<file path="src/rtl/imm_cmd_pkg.sv">
package imm_cmd_pkg;
  localparam int REG_AW = 3;
  localparam int WORD_W = 32;
  localparam int MAP_W  = 12;
  localparam int BYTE_W = 8;

  localparam logic [REG_AW-1:0] OFF_CMD_HI  = 3'd0;
  localparam logic [REG_AW-1:0] OFF_CMD_LO  = 3'd1;
  localparam logic [REG_AW-1:0] OFF_STATUS  = 3'd2;
  localparam logic [REG_AW-1:0] OFF_RESP_HI = 3'd3;
  localparam logic [REG_AW-1:0] OFF_RESP_LO = 3'd4;

  localparam logic [2:0] CODE_READ  = 3'd2;
  localparam logic [2:0] CODE_WRITE = 3'd3;

  localparam logic [1:0] MODE_ACK  = 2'd0;
  localparam logic [1:0] MODE_NACK = 2'd1;

  typedef struct packed {
    logic              ack;
    logic              nack;
    logic [BYTE_W-1:0] rdata;
    logic [MAP_W-1:0]  map;
  } answer_t;

  function automatic logic [2:0] cmd_code(input logic [WORD_W-1:0] hi);
    return hi[18:16];
  endfunction

  function automatic logic is_ping(input logic [WORD_W-1:0] hi,
                                   input logic [WORD_W-1:0] lo);
    return (hi == '0) && (lo == '0);
  endfunction

  function automatic logic [2*WORD_W-1:0] pack_resp(input answer_t a);
    logic [2*WORD_W-1:0] r;
    r         = '0;
    r[0]      = a.ack;
    r[1]      = a.nack;
    r[15:8]   = a.rdata;
    r[27:24]  = a.map[3:0];
    r[39:32]  = a.map[11:4];
    return r;
  endfunction
endpackage

</file>
<file path="src/rtl/imm_cmd_timer.sv">
module imm_cmd_timer #(
  parameter int TIMEOUT_CYC = 40,
  parameter int CNT_W       = 6
) (
  input  logic             clk,
  input  logic             rst_n,
  input  logic             start,
  input  logic             busy,
  output logic [CNT_W-1:0] cnt,
  output logic             expire
);
  localparam logic [CNT_W-1:0] LAST = CNT_W'(TIMEOUT_CYC - 1);

  always_ff @(posedge clk) begin
    if (!rst_n)     cnt <= '0;
    else if (start) cnt <= '0;
    else if (busy && cnt != LAST) cnt <= cnt + 1'b1;
  end

  assign expire = busy && (cnt == LAST);
endmodule

</file>
<file path="src/rtl/imm_cmd_responder.sv">
module imm_cmd_responder
  import imm_cmd_pkg::*;
#(
  parameter int CNT_W = 6,
  parameter int DLY_W = 8
) (
  input  logic              busy,
  input  logic [CNT_W-1:0]  cnt,
  input  logic [1:0]        mode,
  input  logic [DLY_W-1:0]  delay,
  input  logic [WORD_W-1:0] cmd_hi,
  input  logic [WORD_W-1:0] cmd_lo,
  input  logic [BYTE_W-1:0] rdata,
  input  logic [MAP_W-1:0]  dev_map,
  output logic              fire,
  output answer_t           ans
);
  logic ping;
  logic ack;

  assign ping = is_ping(cmd_hi, cmd_lo);
  assign ack  = (mode == MODE_ACK);
  assign fire = busy && !mode[1] && (32'(cnt) == 32'(delay));

  always_comb begin
    ans.ack   = ack;
    ans.nack  = (mode == MODE_NACK);
    ans.rdata = (ack && !ping && cmd_code(cmd_hi) == CODE_READ) ? rdata : '0;
    ans.map   = (ack && ping) ? dev_map : '0;
  end
endmodule

</file>
<file path="src/rtl/imm_cmd_engine.sv">
module imm_cmd_engine
  import imm_cmd_pkg::*;
#(
  parameter int TIMEOUT_CYC = 40,
  parameter int DLY_W       = 8
) (
  input  logic              clk,
  input  logic              rst_n,
  input  logic              wr_en,
  input  logic [REG_AW-1:0] wr_addr,
  input  logic [WORD_W-1:0] wr_data,
  input  logic [REG_AW-1:0] rd_addr,
  output logic [WORD_W-1:0] rd_data,
  input  logic [1:0]        rsp_mode,
  input  logic [DLY_W-1:0]  rsp_delay,
  input  logic [BYTE_W-1:0] rsp_rdata,
  input  logic [MAP_W-1:0]  dev_map
);
  localparam int CNT_W = $clog2(TIMEOUT_CYC + 1);

  logic [WORD_W-1:0]   hi_q, lo_q;
  logic [2*WORD_W-1:0] resp_q;
  logic                busy_q, valid_q, overrun_q, stale_q;

  logic wr_hi, wr_lo, wr_st;
  logic launch, drop, done;
  logic fire, expire;
  logic [CNT_W-1:0] cnt;
  answer_t ans, fin;

  assign wr_hi  = wr_en && (wr_addr == OFF_CMD_HI);
  assign wr_lo  = wr_en && (wr_addr == OFF_CMD_LO);
  assign wr_st  = wr_en && (wr_addr == OFF_STATUS);
  assign launch = wr_lo && !busy_q;
  assign drop   = (wr_hi || wr_lo) && busy_q;
  assign done   = busy_q && (fire || expire);

  imm_cmd_timer #(.TIMEOUT_CYC(TIMEOUT_CYC), .CNT_W(CNT_W)) u_timer (
    .clk(clk), .rst_n(rst_n), .start(launch), .busy(busy_q),
    .cnt(cnt), .expire(expire)
  );

  imm_cmd_responder #(.CNT_W(CNT_W), .DLY_W(DLY_W)) u_resp (
    .busy(busy_q), .cnt(cnt), .mode(rsp_mode), .delay(rsp_delay),
    .cmd_hi(hi_q), .cmd_lo(lo_q), .rdata(rsp_rdata), .dev_map(dev_map),
    .fire(fire), .ans(ans)
  );

  assign fin = fire ? ans : '0;

  always_ff @(posedge clk) begin
    if (!rst_n) begin
      hi_q      <= '0;
      lo_q      <= '0;
      resp_q    <= '0;
      busy_q    <= 1'b0;
      valid_q   <= 1'b0;
      overrun_q <= 1'b0;
      stale_q   <= 1'b0;
    end else begin
      if (wr_hi && !busy_q) hi_q <= wr_data;
      if (launch)           lo_q <= wr_data;

      if (launch)    busy_q <= 1'b1;
      else if (done) busy_q <= 1'b0;

      if (done)                        valid_q <= 1'b1;
      else if (launch)                 valid_q <= 1'b0;
      else if (wr_st && wr_data[1])    valid_q <= 1'b0;

      if (drop)                        overrun_q <= 1'b1;
      else if (wr_st && wr_data[2])    overrun_q <= 1'b0;

      if (launch && valid_q)           stale_q <= 1'b1;
      else if (wr_st && wr_data[3])    stale_q <= 1'b0;

      if (done) resp_q <= pack_resp(fin);
    end
  end

  always_comb begin
    unique case (rd_addr)
      OFF_CMD_HI:  rd_data = hi_q;
      OFF_CMD_LO:  rd_data = lo_q;
      OFF_STATUS:  rd_data = {28'd0, stale_q, overrun_q, valid_q, busy_q};
      OFF_RESP_HI: rd_data = resp_q[2*WORD_W-1:WORD_W];
      OFF_RESP_LO: rd_data = resp_q[WORD_W-1:0];
      default:     rd_data = '0;
    endcase
  end
endmodule

</file>
<file path="config.mk">
export PLATFORM = sky130hd
export DESIGN_NAME = imm_cmd_engine
export DESIGN_NICKNAME = d
export VERILOG_FILES = /design/src/rtl/imm_cmd_pkg.sv /design/src/rtl/imm_cmd_timer.sv /design/src/rtl/imm_cmd_responder.sv /design/src/rtl/imm_cmd_engine.sv
export SDC_FILE = /design/constraint.sdc
export NUM_CORES = 1
export LEC_CHECK = 0
export BUFFER_PORTS_ARGS = -buffer_cell sky130_fd_sc_hd__buf_2
export CAP_MARGIN = 20
export CORE_MARGIN = 10
export CORE_UTILIZATION = 46
export DETAILED_ROUTE_END_ITERATION = 12
export PLACE_DENSITY_LB_ADDON = 0.25
export SYNTH_ARGS = -nofsm -noshare
export SYNTH_HDL_FRONTEND = slang
export SYNTH_HIERARCHICAL = 1
export SYNTH_SLANG_ARGS = --single-unit
</file>
<file path="constraint.sdc">
create_clock -name clk -period 1.99 [get_ports clk]
set_input_delay 0.398 -clock clk [delete_from_list [all_inputs] [get_ports clk]]
set_output_delay 0.398 -clock clk [all_outputs]
set_load 0.05 [all_outputs]
</file>
# --- Word-level counts from Yosys, hierarchy flattened ---
# Cells that the tools add are included.
totals:
  register_bits: 96
  latch_bits: 0
  ramBits: 0
  rom_bits: 0
  inputBits: 71
  output_inout_bits: 32
  n_memories: 0
op_classes:
  n_addsub: 1
  n_mul: 0
  div_mod_pow: 0
  magnitude_cmp: 0
  n_eq_ne: 11
  n_shift: 0
  mux: 13
  n_bitwise: 1
  reduce_logical: 34
op_table:
  columns: ["cell", "count"]
  rows:
  - ["$pmux 32 s5", 1]
  - ["$logic_not 32->1", 2]
  - ["$mux 22", 1]
  - ["$logic_and 1x1->1", 19]
  - ["$eq 3x2->1 const B", 4]
  - ["$mux 12", 1]
  - ["$mux 1", 9]
  - ["$eq 6x8->1", 1]
  - ["$mux 8", 1]
  - ["$add 6x1->6 const B", 1]
  - ["$eq 3x1->1 const B", 2]
  - ["$eq 6x6->1 const B", 1]
  - ["$logic_not 3->1", 2]
  - ["$ne 6x6->1 const B", 1]
  - ["$reduce_bool 2->1", 3]
  - ["$eq 3x3->1 const B", 1]
  - ["$logic_not 1->1", 3]
  - ["$reduce_bool 3->1", 1]
  - ["$eq 2x1->1 const B", 1]
  - ["$logic_not 2->1", 1]
  - ["$logic_or 1x1->1", 2]
  - ["$reduce_or 2->1", 1]
  - ["$not 1->1", 1]

# --- Logic depth before layout (Yosys ltp) ---
# Gate-level depths: netlist of run 1.
depth:
  word_depth: 7
  mapped_depth: 9

# --- Modules after synthesis ---
# Netlist of run 1, hierarchy kept.
modules_own_cells:
  columns: ["mod", "instances", "cells_per_inst", "area_per_inst_um2", "seq_area_each_um2"]
  rows:
  - ["imm_cmd_engine", 1, 416, 4010.1, 1801.7]
  - ["imm_cmd_responder", 1, 57, 424.2, 0.0]
  - ["imm_cmd_timer", 1, 35, 304.0, 120.1]

# --- Least setup slack after synthesis of run 1 ---
# Ideal clock, no wire load.
synth_path:
  path_type: "input to output"
  start: "in rd_addr[0]"
  end: "out rd_data[16]"
  arrival_ns: 1.869
  path_slack_ns: -0.277
  stages: 5
  path_cell_list: "buf_2 -> buf_2 -> buf_2 -> mux2i_1 -> nor2_1"
synth_between:
  elab_chain_len: 2
synth_lines:
  columns: ["element", "line", "rtl"]
  rows:
  - ["start: declaration", "imm_cmd_engine.sv:12", "input logic [REG_AW-1:0] rd_addr,"]
  - ["$eq 3x3->1 (tied with other cells)", "imm_cmd_engine.sv:82", "unique case (rd_addr)"]
  - ["$pmux 32 s5 (*)", "imm_cmd_engine.sv:82", null]
  - ["end: declaration", "imm_cmd_engine.sv:13", "output logic [WORD_W-1:0] rd_data,"]
# Mark *: on every way between the ends. The rest lies on a longest branch, timed or not.

# --- Worst setup path in the final report of run 1 ---
layout_path:
  start: "reg hi_q[3]"
  end: "out rd_data[3]"
layout_between:
  elab_chain_len: 1
layout_lines:
  columns: ["element", "line", "rtl"]
  rows:
  - ["start: declaration", "imm_cmd_engine.sv:21", "logic [WORD_W-1:0] hi_q, lo_q;"]
  - ["start signal: assignment", "imm_cmd_engine.sv:61", "if (wr_hi && !busy_q) hi_q <= wr_data;"]
  - ["$pmux 32 s5", "imm_cmd_engine.sv:82", null]
# Every way passes these cells.

==> out/metrics.cfg, run 1 <==
[outcome]
status = finished clean

[global_routing]
antenna_found_initial = 0
grt.total_usage_pct = 17.7
grt_max_degree = 84
grt_pass1_vias = 4115
overflow = 0
grt_pass1_wl_um = 21200

[setup_path]
r2r_setup_slack_ns = 0.15
crit_start = hi_q[3]
path_max_fanout = 3
reg2regPathDepth = 7
required_ns = 1.59
cp_data_arrival_time_ns = 1.54
worstSetupStartpointType = flip-flop
endpoint = rd_data[3]
crit_type = flip-flop to output pin
endpoint_kind = output pin
reg2reg_from = lo_q[28]
r2r_end = resp_q[35]

[floorplan]
die_area_um2 = 14800
dieHeight_um = 121
initial_core_util_pct = 47.8
io_pins = 103
die_x_um = 121
num_rows = 36
core_area_um2 = 9910

[final_layout]
syn2layout_area_growth_pct = 26.2
final_cell_area_um2 = 5980
fillCellCount = 882
antennaDiodeCount = 0
final_nets = 686
layout-drive-gt1-share_pct = 34.1

[logic_synthesis]
syn_area_um2 = 4740
synth-async-reset-ratio_pct = 0
yosys_register_bits = 96
synth_cell_types = 50
synth_edf_count = 0
synth_cells = 508
yosys_warnings = 6
synth-seq-area-share_pct = 40.6
ys.flop_type = dfxtp_1
postSynthAreaPerCell_um2 = 9.33
synth_nets = 580

[sta]
slew_violations = 0
slew_headroom_pct = 63.8
clock.fmax_mhz = 515
setup_violations = 0
skew_ns = 0.0105
min_period_over_period_pct = 97.5
worst_pin_slew_ns = 0.536
hold_viol = 0
fin_crit_ns = 1.94

[min_path]
hold_path.class = input pin to flip-flop

[place]
placed_area_um2 = 5680
io_buffer_count = 102
hpwl_um = 9890
gp_congestion = 0.877

[clock_network]
htreeDepth = 3
clkTransAtPathRegs_ns = 0.09
cts_tree = yes
holdBufCountCts = 0
clock-sinks = 96
clock_latency_ns = 0.37
postCtsSetupRepairBufs = 0
cts_buffers = 9
cts_root_buffer = clkbuf_8
max-clock-path-buffers = 2

[routing]
ant_nets = 0
drcViolationCount = 0
drt_iter0_drc = 326
vias = 4092
wirelength_um = 13200
viasPerCell = 5.45
drtPass1Iterations = 5
wl_per_cell_um = 17.6

[power]
power_leakage_nw = 2.50
cellPowerDensity_nw_per_um2 = 651
fin_total_pwr_mw = 3.89
ir_worst_vdd_mv = 0.401

[run]
drv_cap = 0

[worst min-delay path by stage]
stage / end / startpoint / cells past startpoint
floorplan: hi_q[14] / hi_q[14] / 2
global placement: hi_q[8] / hi_q[8] / 2
detailed placement: lo_q[22] / lo_q[22] / 2
CTS: lo_q[30] / wr_data[30] / 3
global route: hi_q[8] / wr_data[8] / 3
finish: lo_q[8] / wr_data[8] / 3
[placed cells by master (no fill, tap or decap), types with 3 or more instances in the layout]
master,Yosys,final
buf_2,4,98
nor4_2,0,3
and3_1,13,13
buf_12,3,9
nor3_1,4,3
a22oi_1,4,3
buf_4,4,23
nor4_1,14,11
nor2b_1,5,3
nor2_4,0,16
a22o_1,22,22
dfxtp_1,96,94
nand2_1,104,104
nand4_1,3,3
nand3_1,3,3
mux2i_2,0,6
nor2_2,0,8
xor2_1,6,6
nor2_1,34,10
a21oi_1,5,5
clkbuf_8,0,11
mux2i_1,94,88
and3_2,8,8
a2bb2oi_1,16,16
inv_1,3,3
[where the power goes]
part | leakage, nW | switching, mW | total, mW | internal (mW)
registers | 0.777 | 0.0302 | 1.98 | 1.95
clock network | 0.112 | 0.663 | 1.43 | 0.769
logic | 1.62 | 0.268 | 0.481 | 0.212
[state kept, by name, summed over array words and instances (netlist names)]
register / flops
resp_q: 22
overrun_q: 1
lo_q: 32
hi_q: 32
valid_q: 1
stale_q: 1
u_timer/cnt: 6
busy_q: 1
[cells by family after synthesis]
kind of cell / Yosys count / synth area share [%]
buf+inv: 41 / 5.12
flops: 96 / 40.6
fa+ha+maj: 1 / 0.264
mux: 98 / 21.3
compound gates: 58 / 9.90
xor+xnor: 7 / 1.29
simple gates: 207 / 21.6
[per-layer routing]
metal	routed length, µm	share of wire (%)	GRT usage (%)	vias up
li1	-	-	-	2012
met1	6540	49	24.5	1928
met2	5640	43	26.2	141
met3	882	6.7	4.93	11
met4	159	1.2	4.99	0
met5	0	0	0	-
[per-stage QoR]
stage / TNS [ns] / setup slack [ns] / hold slack, ns / util (%) / instances
2_1_floorplan: -0.919 / -0.227 / 0.442 / - / 508
3_3_place_gp: -0.0353 / -0.0268 / 0.455 / 57.3 / 736
3_5_place_dp: -0.842 / -0.0424 / 0.463 / 57.3 / 736
4_1_cts: 0 / 0.000141 / 0.292 / 59.8 / 751
5_1_grt: -0.00358 / -0.00279 / 0.300 / 60.3 / 751
6_report: 0 / 0.0494 / 0.298 / 60.3 / 751
[cell usage after synthesis (2+ instances only)]
cell type / n / area share, %
and3_1: 13 / 1.7
buf_12: 3 / 1.3
nand2_1: 104 / 8.2
mux4_2: 2 / 0.95
inv_1: 3 / 0.24
or3_1: 2 / 0.26
nor2b_1: 5 / 0.66
nor2_1: 34 / 2.7
and2_1: 2 / 0.26
nand2b_1: 2 / 0.26
buf_4: 4 / 0.63
o21ai_0: 2 / 0.21
mux2i_1: 94 / 20
buf_6: 2 / 0.48
a2bb2oi_1: 16 / 3.0
dfxtp_1: 96 / 41
nor4_4: 2 / 0.90
and3_2: 8 / 1.3
a21oi_1: 5 / 0.53
mux2_2: 2 / 0.48
a22oi_1: 4 / 0.63
a22o_1: 22 / 4.1
nand3_1: 3 / 0.32
xor2_1: 6 / 1.1
nand4_2: 2 / 0.53
clkbuf_1: 24 / 1.9
nand4_1: 3 / 0.40
nor3_1: 4 / 0.42
o22ai_1: 2 / 0.26
nor4_1: 14 / 1.8
buf_2: 4 / 0.42
[layout make-up]
| class | instances | area [µm²] | share of cell area, % |
|---|---|---|---|
| inverter | 4 | 20.0 | 0.335 |
| tap | 133 | 166 | 2.78 |
| timing repair buffer | 132 | 866 | 14.5 |
| sequential | 96 | 1920 | 32.2 |
| clock buffer | 12 | 155 | 2.59 |
| multi-input combinational | 371 | 2780 | 46.5 |
| clock inverter | 3 | 65.1 | 1.09 |
[what timing repair did]
action | in CTS | in global routing
resized for setup | 8 | 15
cloned | 0 | 0
endpoints found under the setup margin | 13 | 27
pin swaps | 1 | 0
[critical path, stage by stage (launching register included)]
cell and delay, ns:
dfxtp_1 0.37, mux4_2 0.46, nor2b_2 0.17, buf_4 0.19
No activity file was read; power rests on OpenSTA's default activity.
==> run 2: changes to the inputs <==
--- a/config.mk
+++ b/config.mk
@@ -7,9 +7,11 @@
 export LEC_CHECK = 0
 export BUFFER_PORTS_ARGS = -buffer_cell sky130_fd_sc_hd__buf_2
 export CAP_MARGIN = 20
+export CORE_ASPECT_RATIO = 1.2
 export CORE_MARGIN = 10
 export CORE_UTILIZATION = 46
 export DETAILED_ROUTE_END_ITERATION = 12
+export GPL_TIMING_DRIVEN = 0
 export PLACE_DENSITY_LB_ADDON = 0.25
 export SYNTH_ARGS = -nofsm -noshare
 export SYNTH_HDL_FRONTEND = slang
==> out/metrics.cfg, run 2 (same netlist as run 1, synthesis figures left out) <==
[outcome]
status = finished clean

[final_layout]
reg_top3 = hi_q: 32 flops, lo_q: 32 flops, resp_q: 22 flops
regArea_um2 = 1930  ; +0.26%
final_common_cell = nand2_1
layout-drive-gt1-share_pct = 36.3  ; +2.1 points
fillCellCount = 879  ; -0.34%
mostFrequentLayoutCells = 104 x nand2_1, 92 x dfxtp_1, 87 x buf_2
multiInputGateArea_um2 = 2910  ; +4.5%
final_cell_area_um2 = 6200  ; +3.7%
antennaDiodeCount = 0  ; unchanged
final_nets = 691  ; +0.73%
syn2layout_area_growth_pct = 30.8

[power]
p_sw_share_pct = 23.5  ; -1.2 points
combinationalPowerShare_pct = 11.2  ; -1.1 points
ir_worst_vdd_mv = 0.424  ; +5.7%
p_seq_share_pct = 44.4  ; -6.5 points
cellPowerDensity_nw_per_um2 = 722  ; +11%
power_leakage_nw = 2.52  ; +0.54%
power.internal_mw = 3.42  ; +17%
clkPwrFrac_pct = 44.5  ; +7.7 points
p_sw_mw = 1.05  ; +9.6%

[setup_path]
crit_type = input pin to output pin
reg2regPathDepth = 6  ; -1
endpoint_kind = output pin
crit_buf_inv = 4  ; +3
cp_cell_sequence = clkbuf_4 > buf_12 > buf_8 > mux2i_2 > nor2_4 > buf_4
worstSetupStartpointType = input pin
cp_slowest_cell = mux2i_2
path_delay_family = buffers and inverters
path_max_fanout = 10  ; +7
cp_data_arrival_time_ns = 1.55  ; about the same
cp_num_cells = 6  ; +3
slowest_delay_ns = 0.30  ; -0.16 ns
required_ns = 1.59  ; about the same

[global_routing]
grt_max_degree = 16  ; -81%
grt.total_usage_pct = 18.5  ; +0.74 points
grt_pass1_wl_um = 22700  ; +7.5%
antenna_found_initial = 0  ; unchanged
overflow = 0  ; unchanged
grt_pass1_vias = 4363  ; +6.0%

[run]
drv_cap = 0  ; unchanged

[routing]
drt_iter0_drc = 242  ; -26%
vias = 4186  ; +2.3%
wl_per_cell_um = 19.1  ; +8.6%
wirelength_um = 14300  ; +8.3%
ant_nets = 0  ; unchanged
viasPerCell = 5.59  ; +2.6%
drcViolationCount = 0  ; unchanged
drtPass1Iterations = 4  ; -1

[clock_network]
clkTransAtPathRegs_ns = 0.07  ; -0.02 ns
cts_buffers = 9  ; unchanged
holdBufCountCts = 0  ; unchanged
clock-sinks = 96  ; unchanged
max-clock-path-buffers = 2  ; unchanged
clock_latency_ns = 0.34  ; -0.03 ns
cts_root_buffer = clkbuf_16
htreeDepth = 3  ; unchanged
cts_tree = yes

[floorplan]
die_area_um2 = 14800  ; +0.12%
core_area_um2 = 10100  ; +1.5%
io_pins = 103  ; unchanged
die_x_um = 113  ; -7.3%
initial_core_util_pct = 47.1  ; -0.71 points
dieHeight_um = 131  ; +8.0%
num_rows = 40  ; +11%

[sta]
fin_crit_ns = 1.95  ; +0.0107 ns
slew_violations = 0  ; unchanged
fin_ws_ns = 0.0387  ; -0.0107 ns
worst_pin_slew_ns = 0.564  ; +0.0284 ns
hold_viol = 0  ; unchanged
min_period_over_period_pct = 98.1  ; +0.54 points
skew_ns = 0.00521  ; -0.00528 ns
clock.fmax_mhz = 512  ; -0.55%
slew_headroom_pct = 62.4  ; -1.4 points
setup_violations = 0  ; unchanged
tns_ns = 0  ; unchanged
rsz0062_at_grt = yes

[place]
gp_congestion = 0.856  ; -2.4%
hpwl_um = 10800  ; +8.9%
place_ws_ns = -0.440  ; -0.398 ns
io_buffer_count = 100  ; -2.0%
placed_area_um2 = 5540  ; -2.4%

[min_path]
hold_path.class = input pin to flip-flop
whs_path_depth = 3  ; unchanged

[run 2: cell count changes in the layout (fill, tap and decap cells not counted), moves of 4 or more]
cell	delta
clkbuf_16	+9
clkbuf_2	+8
a2bb2oi_1	-8
buf_2	-11
mux2i_4	+6
clkbuf_1	+10
buf_12	-5
mux2i_1	-10
clkbuf_8	-7
buf_4	-5
a2bb2oi_2	+8
mux2i_2	+4
[run 2: power groups by stage]
stage          combinational [mW]  clock, mW  sequential [mW]
2_1_floorplan               0.293          0             2.01
3_3_place_gp                0.443          0             2.02
3_5_place_dp                0.449          0             2.02
4_1_cts                     0.485       2.00             1.98
5_1_grt                     0.534       2.09             1.99
6_report                    0.500       1.99             1.99
[run 2: stage by stage]
step | power, mW | std cells | hold slack [ns] | utilization [%]
after CTS | 4.47 | 749 | 0.319 | 60.7
after floorplan | 2.31 | 508 | 0.442 | -
after detailed placement | 2.47 | 734 | 0.465 | 55.1
final | 4.48 | 749 | 0.324 | 61.6
after global placement | 2.47 | 734 | 0.455 | 55.1
after global routing | 4.62 | 749 | 0.327 | 61.6
[run 2: worst paths after layout]
| check | slack [ns] | startpoint | to |
|---|---|---|---|
| setup / recovery | 0.04 | rd_addr[0] | rd_data[20] |
| hold / removal | 0.32 | wr_data[28] | hi_q[28] |
| setup reg to reg | 0.05 | hi_q[3] | resp_q[25] |
| hold reg to reg | 0.48 | hi_q[23] | hi_q[23] |
[run 2: metal layers]
metal / vias up / routed length [µm] / global-route usage (%)
met5: - / 0 / 0
met2: 131 / 7120 / 30.9
li1: 2029 / - / -
met3: 26 / 881 / 5.24
met4: 0 / 276 / 5.30
met1: 2000 / 6040 / 22.3
[run 2: repair_timing]
| action | CTS | global route |
|---|---|---|
| endpoints found under the hold margin | 0 | 0 |
| pin swaps | 1 | 2 |
| endpoints found under the setup margin | 53 | 48 |
| resized for setup | 61 | 29 |
| setup buffers | 1 | 0 |
[run 2: cell type report]
cell class	count	share of cell area, %
multi-input combinational	371	46.9
sequential	96	31.1
timing repair buffer	101	8.72
buffer	36	4.84
clock buffer	10	3.86
tap	126	2.54
clock inverter	5	1.68
inverter	4	0.323
[run 2: worst register-to-register path: cells and delay by family (launching register included)]
kind / cells / cell delay, ns
AO/OA/AOI/OAI: 1 / 0.12
buffers and inverters: 1 / 0.19
flip-flops: 1 / 0.36
AND/OR/NAND/NOR: 4 / 1.23
==> run 3: changes to the inputs <==
--- a/config.mk
+++ b/config.mk
@@ -5,6 +5,7 @@
 export SDC_FILE = /design/constraint.sdc
 export NUM_CORES = 1
 export LEC_CHECK = 0
+export ABC_AREA = 1
 export BUFFER_PORTS_ARGS = -buffer_cell sky130_fd_sc_hd__buf_2
 export CAP_MARGIN = 20
 export CORE_ASPECT_RATIO = 1.2
==> out/metrics.cfg, run 3 <==
[logic_synthesis]
ys.flop_type = dfxtp_1
postSynthAreaPerCell_um2 = 6.14  ; -34%
ys_top_cells_by_area = dfxtp_1 36%, nand2_1 13%, inv_1 12%
yosys_warnings = 6  ; unchanged
synth-seq-area-share_pct = 36.1  ; -4.4 points
syn_area_um2 = 5320  ; +12%
synth_nets = 938  ; +62%
synth_cells = 866  ; +70%
synth_cell_types = 29  ; -42%
synth.most_common_cell = nand2_1
yosys_register_bits = 96  ; unchanged
synth_edf_count = 0  ; unchanged
yosysTopAreaCell = dfxtp_1
netlist.area_leader.share_pct = 36.1  ; -4.4 points
synth-async-reset-ratio_pct = 0  ; unchanged
synth_common_cells = 190 x nand2_1, 174 x inv_1, 158 x nor2_1

[global_routing]
grt_pass1_wl_um = 25800  ; +13%
antenna_found_initial = 0  ; unchanged
grt_max_degree = 16  ; unchanged
grt.total_usage_pct = 19.3  ; +0.88 points
grt_pass1_vias = 5285  ; +21%
overflow = 0  ; unchanged

[power]
fin_total_pwr_mw = 4.54  ; +1.5%
cellPowerDensity_nw_per_um2 = 698  ; -3.4%
ir_worst_vdd_mv = 0.366  ; -14%
power_leakage_nw = 3.12  ; +24%

[sta]
fin_crit_ns = 1.93  ; -0.0166 ns
hold_viol = 0  ; unchanged
skew_ns = 0.00492  ; -0.000294 ns
clock.fmax_mhz = 517  ; +0.86%
setup_violations = 0  ; unchanged
min_period_over_period_pct = 97.2  ; -0.83 points
worst_pin_slew_ns = 0.536  ; -0.0280 ns
slew_violations = 0  ; unchanged
slew_headroom_pct = 64.3  ; +1.9 points

[clock_network]
clock_latency_ns = 0.35  ; about the same
cts_root_buffer = clkbuf_16
htreeDepth = 3  ; unchanged
postCtsSetupRepairBufs = 0  ; -1
clock-sinks = 96  ; unchanged
max-clock-path-buffers = 2  ; unchanged
clkTransAtPathRegs_ns = 0.07  ; about the same
cts_tree = yes
cts_buffers = 9  ; unchanged

[setup_path]
worstSetupStartpointType = input pin
crit_type = input pin to output pin
reg2regPathDepth = 7  ; +1
r2r_end = resp_q[0]
endpoint_kind = output pin
r2r_setup_slack_ns = 0.20  ; +0.15 ns
required_ns = 1.59  ; about the same
crit_start = rd_addr[2]
cp_data_arrival_time_ns = 1.54  ; about the same
endpoint = rd_data[29]
path_max_fanout = 10  ; unchanged
reg2reg_from = busy_q

[final_layout]
final_nets = 1050  ; +52%
antennaDiodeCount = 0  ; unchanged
reg_top3 = hi_q: 32 flops, lo_q: 32 flops, resp_q: 22 flops
final_common_cell = nand2_1
fillCellCount = 1159  ; +32%
mostFrequentLayoutCells = 188 x nand2_1, 171 x inv_1, 156 x nor2_1
layout-drive-gt1-share_pct = 18.4  ; -18 points
layoutNonFillerInstCount = 1137  ; +52%
syn2layout_area_growth_pct = 22.4

[min_path]
hold_path.class = input pin to flip-flop

[routing]
vias = 5525  ; +32%
viasPerCell = 4.86  ; -13%
wl_per_cell_um = 13.8  ; -28%
drt_iter0_drc = 318  ; +31%
ant_nets = 0  ; unchanged
drtPass1Iterations = 5  ; +1
drcViolationCount = 0  ; unchanged
wirelength_um = 15700  ; +9.8%

[floorplan]
dieHeight_um = 138  ; +5.0%
num_rows = 42  ; +5.0%
io_pins = 103  ; unchanged
die_area_um2 = 16300  ; +10%
die_x_um = 118  ; +4.9%
initial_core_util_pct = 47.5  ; +0.41 points
core_area_um2 = 11200  ; +11%

[place]
placed_cells = 1121  ; +53%
io_buffer_count = 101  ; +1.0%
gp_congestion = 0.857  ; about the same
hpwl_um = 12000  ; +11%

[outcome]
status = finished clean

[run]
drv_cap = 0  ; unchanged

run 3: cell types whose count changed in the layout (fill, tap and decap cells not counted), sizes merged, moves of 15 or more:
cell and change:
buf +22, a22o -22, nand2 +87, nand3 +61, o21ai +27, and3 -21, o211ai +16, nor4 -15
inv +172, nand4 +39, nor2 +140, mux2i -94, a2bb2oi -16
run 3: stage by stage:
step	hold WS, ns	utilization, %	instance area [µm²]	TNS, ns	worst slack, ns
floorplan	0.437	-	5360	-3.23	-0.323
global placement	0.459	54.1	6050	-3.79	-0.192
detailed placement	0.463	54.1	6050	-4.36	-0.192
CTS	0.379	57.9	6480	-0.0326	-0.0138
global route	0.401	58.2	6510	-0.0244	-0.0123
finish	0.380	58.2	6510	0	0.0552
run 3: logic make-up (layout without fill, tap and decap cells):
family	Yosys count	after routing	synth area share [%]
adders and majority gates	1	1	0.235
AOI/OAI and AO/OA	62	62	6.87
xor gates and xnor gates	7	7	1.15
and+or+nand+nor	477	477	39.0
DFF	96	96	36.1
buffers and inverters	223	340	16.6
run 3: layout make-up:
| type | instances | area, µm² | share of cell area (%) |
|---|---|---|---|
| tap | 154 | 193 | 2.96 |
| clock inverter | 4 | 75.1 | 1.15 |
| timing repair buffer | 101 | 578 | 8.88 |
| clock buffer | 12 | 267 | 4.09 |
| buffer | 45 | 267 | 4.09 |
| sequential | 96 | 1920 | 29.5 |
| multi-input combinational | 547 | 2540 | 39.0 |
| inverter | 178 | 669 | 10.3 |
run 3: what timing repair did:
| item | CTS | global route |
|---|---|---|
| setup endpoints to repair | 41 | 49 |
| pin swaps | 0 | 0 |
| resized for setup | 37 | 13 |
| hold buffers | 0 | 0 |
run 3: critical path, stage by stage:
cell and delay [ns]:
buf_2 0.14, clkinv_2 0.13, nand3_2 0.14, clkbuf_2 0.24, o21ai_0 0.25, buf_4 0.24
run 3: worst min-delay path by stage:
stage                      start         end  slack [ns]  depth (start not counted)
finish               rsp_mode[1]   resp_q[1]        0.38                          4
global route         wr_data[13]    lo_q[13]        0.40                          5
CTS                 rsp_rdata[7]  resp_q[15]        0.38                          5
detailed placement     overrun_q   overrun_q        0.46                          2
global placement       resp_q[0]   resp_q[0]        0.46                          2
floorplan              overrun_q   overrun_q        0.44                          2
run 3: power by group:
part / leakage [nW] / internal, mW / switching, mW
Clock: 0.161 / 1.20 / 0.763
Sequential: 0.778 / 1.97 / 0.0355
Combinational: 2.18 / 0.202 / 0.368
run 3: routing by layer:
metal,global-route usage [%],share of wire [%],vias to the layer above
li1,-,-,2868
met2,33.1,48,162
met4,8.25,2.6,0
met1,23.6,43,2472
met5,0,0,-
met3,3.15,5.8,23
